`config.mk`:
```
export PLATFORM = sky130hd
export DESIGN_NAME = alu_flag_unit
export DESIGN_NICKNAME = d
export VERILOG_FILES = /design/src/rtl/alu_pkg.sv /design/src/rtl/alu_addsub.sv /design/src/rtl/alu_bitwise.sv /design/src/rtl/alu_flag_ctrl.sv /design/src/rtl/alu_flag_unit.sv
export SDC_FILE = /design/constraint.sdc
export NUM_CORES = 1
export LEC_CHECK = 0
export BUFFER_PORTS_ARGS = -buffer_cell sky130_fd_sc_hd__buf_2
export CORE_MARGIN = 2
export CORE_UTILIZATION = 40
export CTS_CLUSTER_DIAMETER = 40
export DETAILED_ROUTE_END_ITERATION = 16
export GPL_TIMING_DRIVEN = 0
export HOLD_SLACK_MARGIN = 0.08
export PLACE_DENSITY = 0.65
export SLEW_MARGIN = 20
export SYNTH_ARGS = -nofsm -noshare
export SYNTH_HDL_FRONTEND = slang
export SYNTH_SLANG_ARGS = --single-unit
```
`constraint.sdc`:
```
create_clock -name clk -period 13.55 [get_ports clk]
set_clock_uncertainty 0.15 [all_clocks]
set_input_delay 2.71 -clock clk [delete_from_list [all_inputs] [get_ports clk]]
set_output_delay 2.71 -clock clk [all_outputs]
set_load 0.05 [all_outputs]
```
`src/rtl/alu_pkg.sv`:
```
// Shared types for the flag-producing ALU.
// Assumes a 4-bit operation code; codes 14 and 15 are reserved.
package alu_pkg;

    typedef enum logic [3:0] {
        OP_ADD = 4'd0,
        OP_SUB = 4'd1,
        OP_ADC = 4'd2,
        OP_SBC = 4'd3,
        OP_NEG = 4'd4,
        OP_CMP = 4'd5,
        OP_CMN = 4'd6,
        OP_TST = 4'd7,
        OP_AND = 4'd8,
        OP_ORR = 4'd9,
        OP_EOR = 4'd10,
        OP_BIC = 4'd11,
        OP_MVN = 4'd12,
        OP_MUL = 4'd13,
        OP_RS0 = 4'd14,
        OP_RS1 = 4'd15
    } alu_op_e;

    typedef struct packed {
        logic n;
        logic z;
        logic c;
        logic v;
    } alu_flags_t;

endpackage

```
`src/rtl/alu_addsub.sv`:
```
// Adder datapath: maps every arithmetic op onto one WIDTH+1 bit sum
// x + y + ci and derives carry and signed overflow from it.
// Assumes subtraction is done as x + ~b + carry (carry 1 = no borrow).
module alu_addsub
    import alu_pkg::*;
#(
    parameter int WIDTH = 32
) (
    input  alu_op_e            op_i,
    input  logic [WIDTH-1:0]   a_i,
    input  logic [WIDTH-1:0]   b_i,
    input  logic               cin_i,
    output logic [WIDTH-1:0]   sum_o,
    output logic               cout_o,
    output logic               ovf_o
);
    localparam int MSB = WIDTH - 1;

    logic [WIDTH-1:0] x_op;
    logic [WIDTH-1:0] y_op;
    logic             ci;
    logic [WIDTH:0]   wide;

    // Select adder operands and carry-in for the requested operation.
    always_comb begin
        x_op = a_i;
        y_op = b_i;
        ci   = 1'b0;
        case (op_i)
            OP_ADD, OP_CMN: begin
                y_op = b_i;
                ci   = 1'b0;
            end
            OP_SUB, OP_CMP: begin
                y_op = ~b_i;
                ci   = 1'b1;
            end
            OP_ADC: begin
                y_op = b_i;
                ci   = cin_i;
            end
            OP_SBC: begin
                y_op = ~b_i;
                ci   = cin_i;
            end
            OP_NEG: begin
                x_op = '0;
                y_op = ~b_i;
                ci   = 1'b1;
            end
            default: begin
                x_op = a_i;
                y_op = b_i;
                ci   = 1'b0;
            end
        endcase
    end

    // Single carry-propagate sum over both operands and carry-in.
    always_comb begin
        wide = {1'b0, x_op} + {1'b0, y_op} + {{WIDTH{1'b0}}, ci};
    end

    // Carry out and signed overflow of the sum.
    always_comb begin
        sum_o  = wide[MSB:0];
        cout_o = wide[WIDTH];
        ovf_o  = (x_op[MSB] == y_op[MSB]) && (wide[MSB] != x_op[MSB]);
    end

endmodule

```
`src/rtl/alu_bitwise.sv`:
```
// Bitwise and multiply datapath; none of these ops touch carry or overflow.
// Assumes multiply keeps only the low WIDTH bits of the product.
module alu_bitwise
    import alu_pkg::*;
#(
    parameter int WIDTH = 32
) (
    input  alu_op_e            op_i,
    input  logic [WIDTH-1:0]   a_i,
    input  logic [WIDTH-1:0]   b_i,
    output logic [WIDTH-1:0]   res_o
);
    logic [WIDTH-1:0] prod;

    // Truncated product of the two operands.
    always_comb begin
        prod = a_i * b_i;
    end

    // Pick the bitwise or multiply result for the requested operation.
    always_comb begin
        case (op_i)
            OP_TST, OP_AND: res_o = a_i & b_i;
            OP_ORR:         res_o = a_i | b_i;
            OP_EOR:         res_o = a_i ^ b_i;
            OP_BIC:         res_o = a_i & ~b_i;
            OP_MVN:         res_o = ~b_i;
            OP_MUL:         res_o = prod;
            default:        res_o = '0;
        endcase
    end

endmodule

```
`src/rtl/alu_flag_ctrl.sv`:
```
// Classifies the operation code: which datapath drives the result, whether
// the result is written, and which flags are updated.
// Assumes op_valid_i gates every side effect.
module alu_flag_ctrl
    import alu_pkg::*;
(
    input  logic        op_valid_i,
    input  alu_op_e     op_i,
    output logic        sel_arith_o,
    output logic        wen_o,
    output alu_flags_t  en_o
);
    // Decode operation class into write and flag-update enables.
    always_comb begin
        sel_arith_o = 1'b0;
        wen_o       = 1'b0;
        en_o        = '0;
        case (op_i)
            OP_ADD, OP_SUB, OP_ADC, OP_SBC, OP_NEG: begin
                sel_arith_o = 1'b1;
                wen_o       = op_valid_i;
                en_o        = {4{op_valid_i}};
            end
            OP_CMP, OP_CMN: begin
                sel_arith_o = 1'b1;
                en_o        = {4{op_valid_i}};
            end
            OP_TST: begin
                en_o = {op_valid_i, op_valid_i, 2'b00};
            end
            OP_AND, OP_ORR, OP_EOR, OP_BIC, OP_MVN, OP_MUL: begin
                wen_o = op_valid_i;
                en_o  = {op_valid_i, op_valid_i, 2'b00};
            end
            default: begin
                sel_arith_o = 1'b0;
            end
        endcase
    end

endmodule

```
`src/rtl/alu_flag_unit.sv`:
```
// Top: combinational ALU plus registered N/Z/C/V status flags.
// The stored C feeds the carry-chained ops. Each flag loads only when its
// enable is set. Synchronous active-low reset clears all flags.
module alu_flag_unit
    import alu_pkg::*;
#(
    parameter int WIDTH = 32
) (
    input  logic              clk,
    input  logic              rst_n,
    input  logic              op_valid_i,
    input  logic [3:0]        op_i,
    input  logic [WIDTH-1:0]  a_i,
    input  logic [WIDTH-1:0]  b_i,
    output logic [WIDTH-1:0]  res_o,
    output logic              wen_o,
    output logic [3:0]        flag_en_o,
    output logic              flag_n_o,
    output logic              flag_z_o,
    output logic              flag_c_o,
    output logic              flag_v_o
);
    localparam int MSB = WIDTH - 1;

    alu_op_e          op_e;
    logic [WIDTH-1:0] arith_res;
    logic [WIDTH-1:0] logic_res;
    logic             arith_c;
    logic             arith_v;
    logic             sel_arith;
    alu_flags_t       upd_en;
    alu_flags_t       nxt_flags;
    alu_flags_t       flags_q;

    // Interpret the raw code as the operation type.
    always_comb begin
        op_e = alu_op_e'(op_i);
    end

    alu_addsub #(.WIDTH(WIDTH)) u_addsub (
        .op_i   (op_e),
        .a_i    (a_i),
        .b_i    (b_i),
        .cin_i  (flags_q.c),
        .sum_o  (arith_res),
        .cout_o (arith_c),
        .ovf_o  (arith_v)
    );

    alu_bitwise #(.WIDTH(WIDTH)) u_bitwise (
        .op_i  (op_e),
        .a_i   (a_i),
        .b_i   (b_i),
        .res_o (logic_res)
    );

    alu_flag_ctrl u_ctrl (
        .op_valid_i  (op_valid_i),
        .op_i        (op_e),
        .sel_arith_o (sel_arith),
        .wen_o       (wen_o),
        .en_o        (upd_en)
    );

    // Result mux and next flag values.
    always_comb begin
        res_o       = sel_arith ? arith_res : logic_res;
        nxt_flags.n = res_o[MSB];
        nxt_flags.z = ~|res_o;
        nxt_flags.c = arith_c;
        nxt_flags.v = arith_v;
        flag_en_o   = upd_en;
    end

    // Status flag register with per-flag load enables.
    always_ff @(posedge clk) begin
        if (!rst_n) begin
            flags_q <= '0;
        end else begin
            if (upd_en.n) flags_q.n <= nxt_flags.n;
            if (upd_en.z) flags_q.z <= nxt_flags.z;
            if (upd_en.c) flags_q.c <= nxt_flags.c;
            if (upd_en.v) flags_q.v <= nxt_flags.v;
        end
    end

    // Drive stored flags to the ports.
    always_comb begin
        flag_n_o = flags_q.n;
        flag_z_o = flags_q.z;
        flag_c_o = flags_q.c;
        flag_v_o = flags_q.v;
    end

    // Reset clears every stored flag.
    assert_reset_clear_R1: assert property (@(posedge clk)
        !rst_n |=> (flag_n_o == 1'b0 && flag_z_o == 1'b0 &&
                    flag_c_o == 1'b0 && flag_v_o == 1'b0));

    // Compare, compare-negative and test never write.
    assert_cmp_nowrite_R7: assert property (@(posedge clk) disable iff (!rst_n)
        (op_i == 4'd5 || op_i == 4'd6 || op_i == 4'd7) |-> !wen_o);

    // Bitwise ops and multiply keep the stored C and V.
    assert_logic_keep_cv_R8: assert property (@(posedge clk) disable iff (!rst_n)
        (op_valid_i && op_i >= 4'd7 && op_i <= 4'd13) |=>
            ($stable(flag_c_o) && $stable(flag_v_o)));

    // Stored N and Z follow the previous result for every defined op.
    assert_nz_track_R10: assert property (@(posedge clk) disable iff (!rst_n)
        (op_valid_i && op_i <= 4'd13) |=>
            (flag_n_o == $past(res_o[MSB]) && flag_z_o == ($past(res_o) == '0)));

    // Flag enable takes only its legal shapes.
    assert_enable_shape_R10: assert property (@(posedge clk) disable iff (!rst_n)
        (flag_en_o == 4'b0000 || flag_en_o == 4'b1100 || flag_en_o == 4'b1111));

    // Idle or reserved cycles hold all flags and never write.
    assert_idle_hold_R11: assert property (@(posedge clk) disable iff (!rst_n)
        (!op_valid_i || op_i >= 4'd14) |=>
            ($stable(flag_n_o) && $stable(flag_z_o) &&
             $stable(flag_c_o) && $stable(flag_v_o)));

    assert_idle_nowrite_R11: assert property (@(posedge clk) disable iff (!rst_n)
        (!op_valid_i || op_i >= 4'd14) |-> (!wen_o && flag_en_o == 4'b0000));

endmodule

```
==> results of run 1 <==
-- cell families (layout without fill, tap and decap cells) --
family / Yosys count / after routing
AOI/OAI and AO/OA: 363 / 363
xor gates and xnor gates: 127 / 127
buffers and inverters: 613 / 758
DFF: 4 / 4
other: 0 / 1
muxes: 14 / 14
adders and majority gates: 612 / 612
and+or+nand+nor: 834 / 834
-- worst max path at each step --
stage	from	to	slack [ps]	cells after the start
after floorplan	b_i[2]	res_o[29]	580	25
after global placement	a_i[6]	res_o[31]	-2490	33
after detailed placement	a_i[6]	res_o[31]	-2580	33
after CTS	b_i[15]	res_o[31]	-160	28
after global routing	a_i[9]	res_o[31]	-100	30
final	b_i[19]	res_o[31]	7	28
-- flip-flops by register name, summed over array words and instances (netlist names) --
name	cells
flag_n_o	1
flag_c_o	1
flag_z_o	1
flag_v_o	1
-- placed cells by master, fill, tap and decap left out, drive strengths merged, types with 26 or more instances in the layout --
cell / synthesis / routed
fa: 410 / 410
nand2: 281 / 281
clkbuf: 126 / 88
a21oi: 98 / 98
ha: 202 / 202
nor2: 395 / 395
buf: 25 / 206
nor3: 26 / 26
o21ai: 67 / 67
xnor2: 102 / 102
inv: 446 / 433
-- worst register-to-register path: stages, from the launching register on --
cell	delay (ps)
dfxtp_1	360
nand2_1	70
o21ai_0	100
nand2_1	130
fa_1	500
fa_1	480
nor2b_1	280
o211ai_1	240
a311oi_4	530
a2111oi_4	180
nor3_1	210
o311a_1	270
o31ai_1	280
or4_1	750
nor4_2	660
nand3b_1	180
o41ai_2	300
-- cell type report --
cell class | instances | area, sq um
timing repair inverter | 1 | 5.00
tap | 672 | 841
antenna | 1 | 2.50
fill | 5035 | 27200
sequential | 4 | 80.1
inverter | 462 | 1840
buffer | 123 | 850
multi-input combinational | 1950 | 18200
timing repair buffer | 169 | 1120
clock buffer | 3 | 75.1
-- layer usage --
layer  track usage  vias to the layer above  wire, um
li1              -                     8359         -
met1         0.452                     9832     34700
met2         0.517                     1329     38600
met3        0.0803                      297     10800
met4         0.195                        2      6710
met5             0                        -        10
-- timing repair --
action	CTS	global route
setup endpoints to repair	22	9
hold buffers	0	0
pin swaps	3	25
buffers inserted	12	58
gates resized for setup	127	184
gates cloned	0	1
-- stage by stage --
stage / hold WS, ps / setup WS (ps)
2_1_floorplan: 554 / 575
3_3_place_gp: 317 / -2490
3_5_place_dp: 334 / -2580
4_1_cts: 338 / -161
5_1_grt: 364 / -101
6_report: 335 / 6.64
==> run metrics, run 1 <==
status complete, no violations; Top cell by count, worst path fa_1; post-synthesis adder-cell area fraction 0.527; total core area 50,200 sq um; EDFF count, synth 0; Die Y 230 um; Worst slew margin 0.237; First-pass DRT Iterations 6; Bufs and invs on worst path 8; final std cells w/o fill 3,385; xor and xnor area share after synthesis 0.0546; initial core utilization 0.406; FF-to-FF Start flag_c_o; Final Util 0.458; post-synthesis mux area share 0.00700; Total Wirelength 90.8 mm; Ports 112; Startpoint Class input port; Max Fclk 73.8 MHz; Hold Path Class reg2reg; GP Congestion 1.08; Worst EP required 10,690 ps; Hold Startpoint flag_v_o; antenna violations before repair 2; Die ar. 52,700 sq um; CTS buffer count 3; Compound-Gate Fraction of Synth Area 0.120; Die Width 230 um; slowest CP cell fa_1; Worst R2R End flag_z_o; total congestion overflow 0; count leader, synth inv_1; Synthesis Warnings 0; CP max FO 10; setup tns final 0 ps; Std-Cell Rows 82; Clock transition at path regs 30 ps; Area Growth Syn to Fin 12.9%; Period Utilization, post-route 1.00; CTS tree done; cells after synthesis 2,567; Crit path arrival time 10,680 ps; nets 3,397; via count 19,800; All-Layer GR Usage 0.343; largest family of logic cells by synthesized area adder cells; Reg2Reg Setup Slack 7790 ps; WHS Endpoint flag_v_o; Simple-Gate Fraction of Synth Area 0.174; clock latency on the worst-skew pair 220 ps; Final Max Slew Viols 0; Commonest cells post-synth 441 x inv_1, 410 x fa_1, 395 x nor2_1, 281 x nand2_1, 202 x ha_1; pin count of the biggest net entering global routing 14; vias per cell 5.85; syn_nets 3,250; Num Clock Sinks 4; clk buf depth 2; Post-synth top flop dfxtp_1; worst slew pin tran 1130 ps; Mapped Area 20,400 sq um; Largest stage delay, worst path 600 ps; placed cell count 3,338; share of the synthesized area in the top cell type 0.403; vias in the first global route 20,000; Fin. Hold Viols 0; Worst setup EP type output pin; design area 23,000 sq um; delay-heaviest family, CP adder cells; dpl hpwl 72.7 mm; htree depth 1; root buffer cell clkbuf_16; share of post-route cells with drive strength above 1 0.119; Placed Area 21,800 sq um; WHS Path Cells 2; Finish-stage setup viols 0; Synth cell types 80; post-route ant nets 0; Port Buf Inserts 97; synth top area cells fa_1 40%, ha_1 12%, inv_1 8.1%, nor2_1 7.3%, nand2_1 5.2%; DR DRC count 0; FF+latch count, synth 4; Avg Synthesized Cell Area 7.93 sq um; post-synth top area cell fa_1; first-pass GRT wire length 131 mm; Starting DRT DRC Count 2,199; Seq/Total Area, Yosys 0.00393; Worst Path Class, Setup in2out; maxcap violations 0; WL/cell 26.8 um; minimum clock period 13,540 ps; Worst Reg2Reg Path Length in Cells 16; asr flop ratio synth 0
Power of run 1 is left out: the tool's default activity adds up to more than one toggle a clock period on the data nets, which glitch-free logic cannot reach.
==> inputs of run 2 (changes only) <==
--- a/config.mk
+++ b/config.mk
@@ -6,6 +6,7 @@
 export NUM_CORES = 1
 export LEC_CHECK = 0
 export BUFFER_PORTS_ARGS = -buffer_cell sky130_fd_sc_hd__buf_2
+export CORE_ASPECT_RATIO = 1.4
 export CORE_MARGIN = 2
 export CORE_UTILIZATION = 40
 export CTS_CLUSTER_DIAMETER = 40
==> run 2 against run 1 <==
Non-clock buffer count fell by 16. First-iteration DRC count shrank 20%. Global-route usage rose by 1.5 points. Critical endpoint unchanged.
==> run metrics, run 2 (same netlist as run 1, synthesis figures left out) <==
status complete, no violations; Worst slew margin 0.156; GP Congestion 1.08; FF-to-FF Start flag_c_o; fill cell total of the finished layout 5,052; Total Wirelength 93.9 mm; WHS Endpoint flag_v_o; Crit path depth 27; Port Buf Inserts 97; Largest stage delay, worst path 590 ps; vias in the first global route 20,600; Die Width 195 um; Worst Reg2Reg Path Length in Cells 16; Hold Startpoint flag_v_o; dpl hpwl 76.1 mm; Clock transition at path regs 30 ps; Top cell by count, worst path fa_1; WHS Path Cells 2; Startpoint Class input port; htree depth 1; minimum clock period 13,440 ps; Final Hold Slack 354 ps; CP max FO 7; delay-heaviest family, CP adder cells; via count 19,700; routed wl met3 8.51 mm; Crit path arrival time 10,580 ps; first-pass GRT wire length 136 mm; commonest non-fill, non-tap cell in the layout inv_1; Finish-stage setup viols 0; Highest Signal Layer met5; DR DRC count 0; Reg2Reg Setup Slack 7930 ps; Max Fclk 74.4 MHz; WL/cell 28.1 um; Met2 Wirelength 43.1 mm; Std-Cell Rows 97; clock latency on the worst-skew pair 230 ps; post-route ant nets 0; initial core utilization 0.406; Bufs and invs on worst path 7; Hold Path Class reg2reg; most frequent cells in the layout 425 x inv_1, 404 x fa_1, 381 x nor2_1; Num Clock Sinks 4; Area Growth Syn to Fin 12.2%; vias per cell 5.90; Ports 112; Starting DRT DRC Count 1,768; Fin. Hold Viols 0; CTS tree done; nets 3,380; Die ar. 52,800 sq um; share of post-route cells with drive strength above 1 0.115; First-pass DRT Iterations 8; Worst R2R End flag_z_o; Worst Path Class, Setup in2out; total congestion overflow 0; pin count of the biggest net entering global routing 18; total core area 50,100 sq um; CTS buffer count 3; Period Utilization, post-route 0.992; Final Max Slew Viols 0; Worst EP required 10,690 ps; clk buf depth 2; maxcap violations 0; Worst setup EP type output pin; Die Y 271 um; All-Layer GR Usage 0.358; met1 WL 33.2 mm; root buffer cell clkbuf_16; antenna violations before repair 3; slowest CP cell fa_2; worst slew pin tran 1260 ps
[run 2: cell count changes in the layout (fill, tap and decap cells not counted), sizes merged]
cell	before	now
buf	206	190
diode	1	4
clkbuf	88	89
clkinvlp	21	17
clkdlybuf4s15	1	0
clkinv	9	8
inv	433	437
[run 2: worst max-delay path by stage]
stage / start / endpoint
after floorplan: b_i[2] / res_o[29]
after global placement: a_i[6] / res_o[31]
after detailed placement: a_i[7] / res_o[31]
after CTS: b_i[8] / res_o[31]
after global routing: b_i[12] / res_o[31]
final: a_i[19] / res_o[31]
[run 2: repair_timing]
item                                    CTS  global route
buffers inserted                         17            40
endpoints found under the setup margin   21             9
resized for setup                       150           140
hold buffers                              0             0
pin swaps                                 5            27
[run 2: routing by layer]
| metal | vias to the layer above | track usage |
|---|---|---|
| li1 | 8325 | - |
| met1 | 9802 | 0.421 |
| met2 | 1230 | 0.587 |
| met3 | 346 | 0.0612 |
| met4 | 4 | 0.266 |
| met5 | - | 0 |
[run 2: stage by stage]
stage	instances	instance area, sq um	TNS (ps)	setup WS (ps)	utilization
floorplan	2567	20400	0	575	-
global placement	3307	21700	-25260	-2680	0.432
detailed placement	3308	21700	-19110	-2260	0.433
CTS	3307	22300	0	0.895	0.444
global route	3338	22800	-20.2	-20.2	0.456
finish	3342	22900	0	113	0.456
[run 2: area by class of cell]
class / count / area (sq um) / share of cell area
plain buffers: 121 / 847 / 0.0371
well taps: 643 / 805 / 0.0352
clock buffers: 3 / 75.1 / 0.00328
diodes: 4 / 10.0 / 0.000438
repair buffers: 155 / 988 / 0.0432
multi-input cells: 1950 / 18200 / 0.797
flip-flops and latches: 4 / 80.1 / 0.00350
inverters: 462 / 1840 / 0.0806
[run 2: worst min-delay path, stage by stage, from the launching register on]
cell and delay, ps:
dfxtp_1 300, o21ai_0 80, a21oi_1 70
Power of run 2 is left out for the same reason.
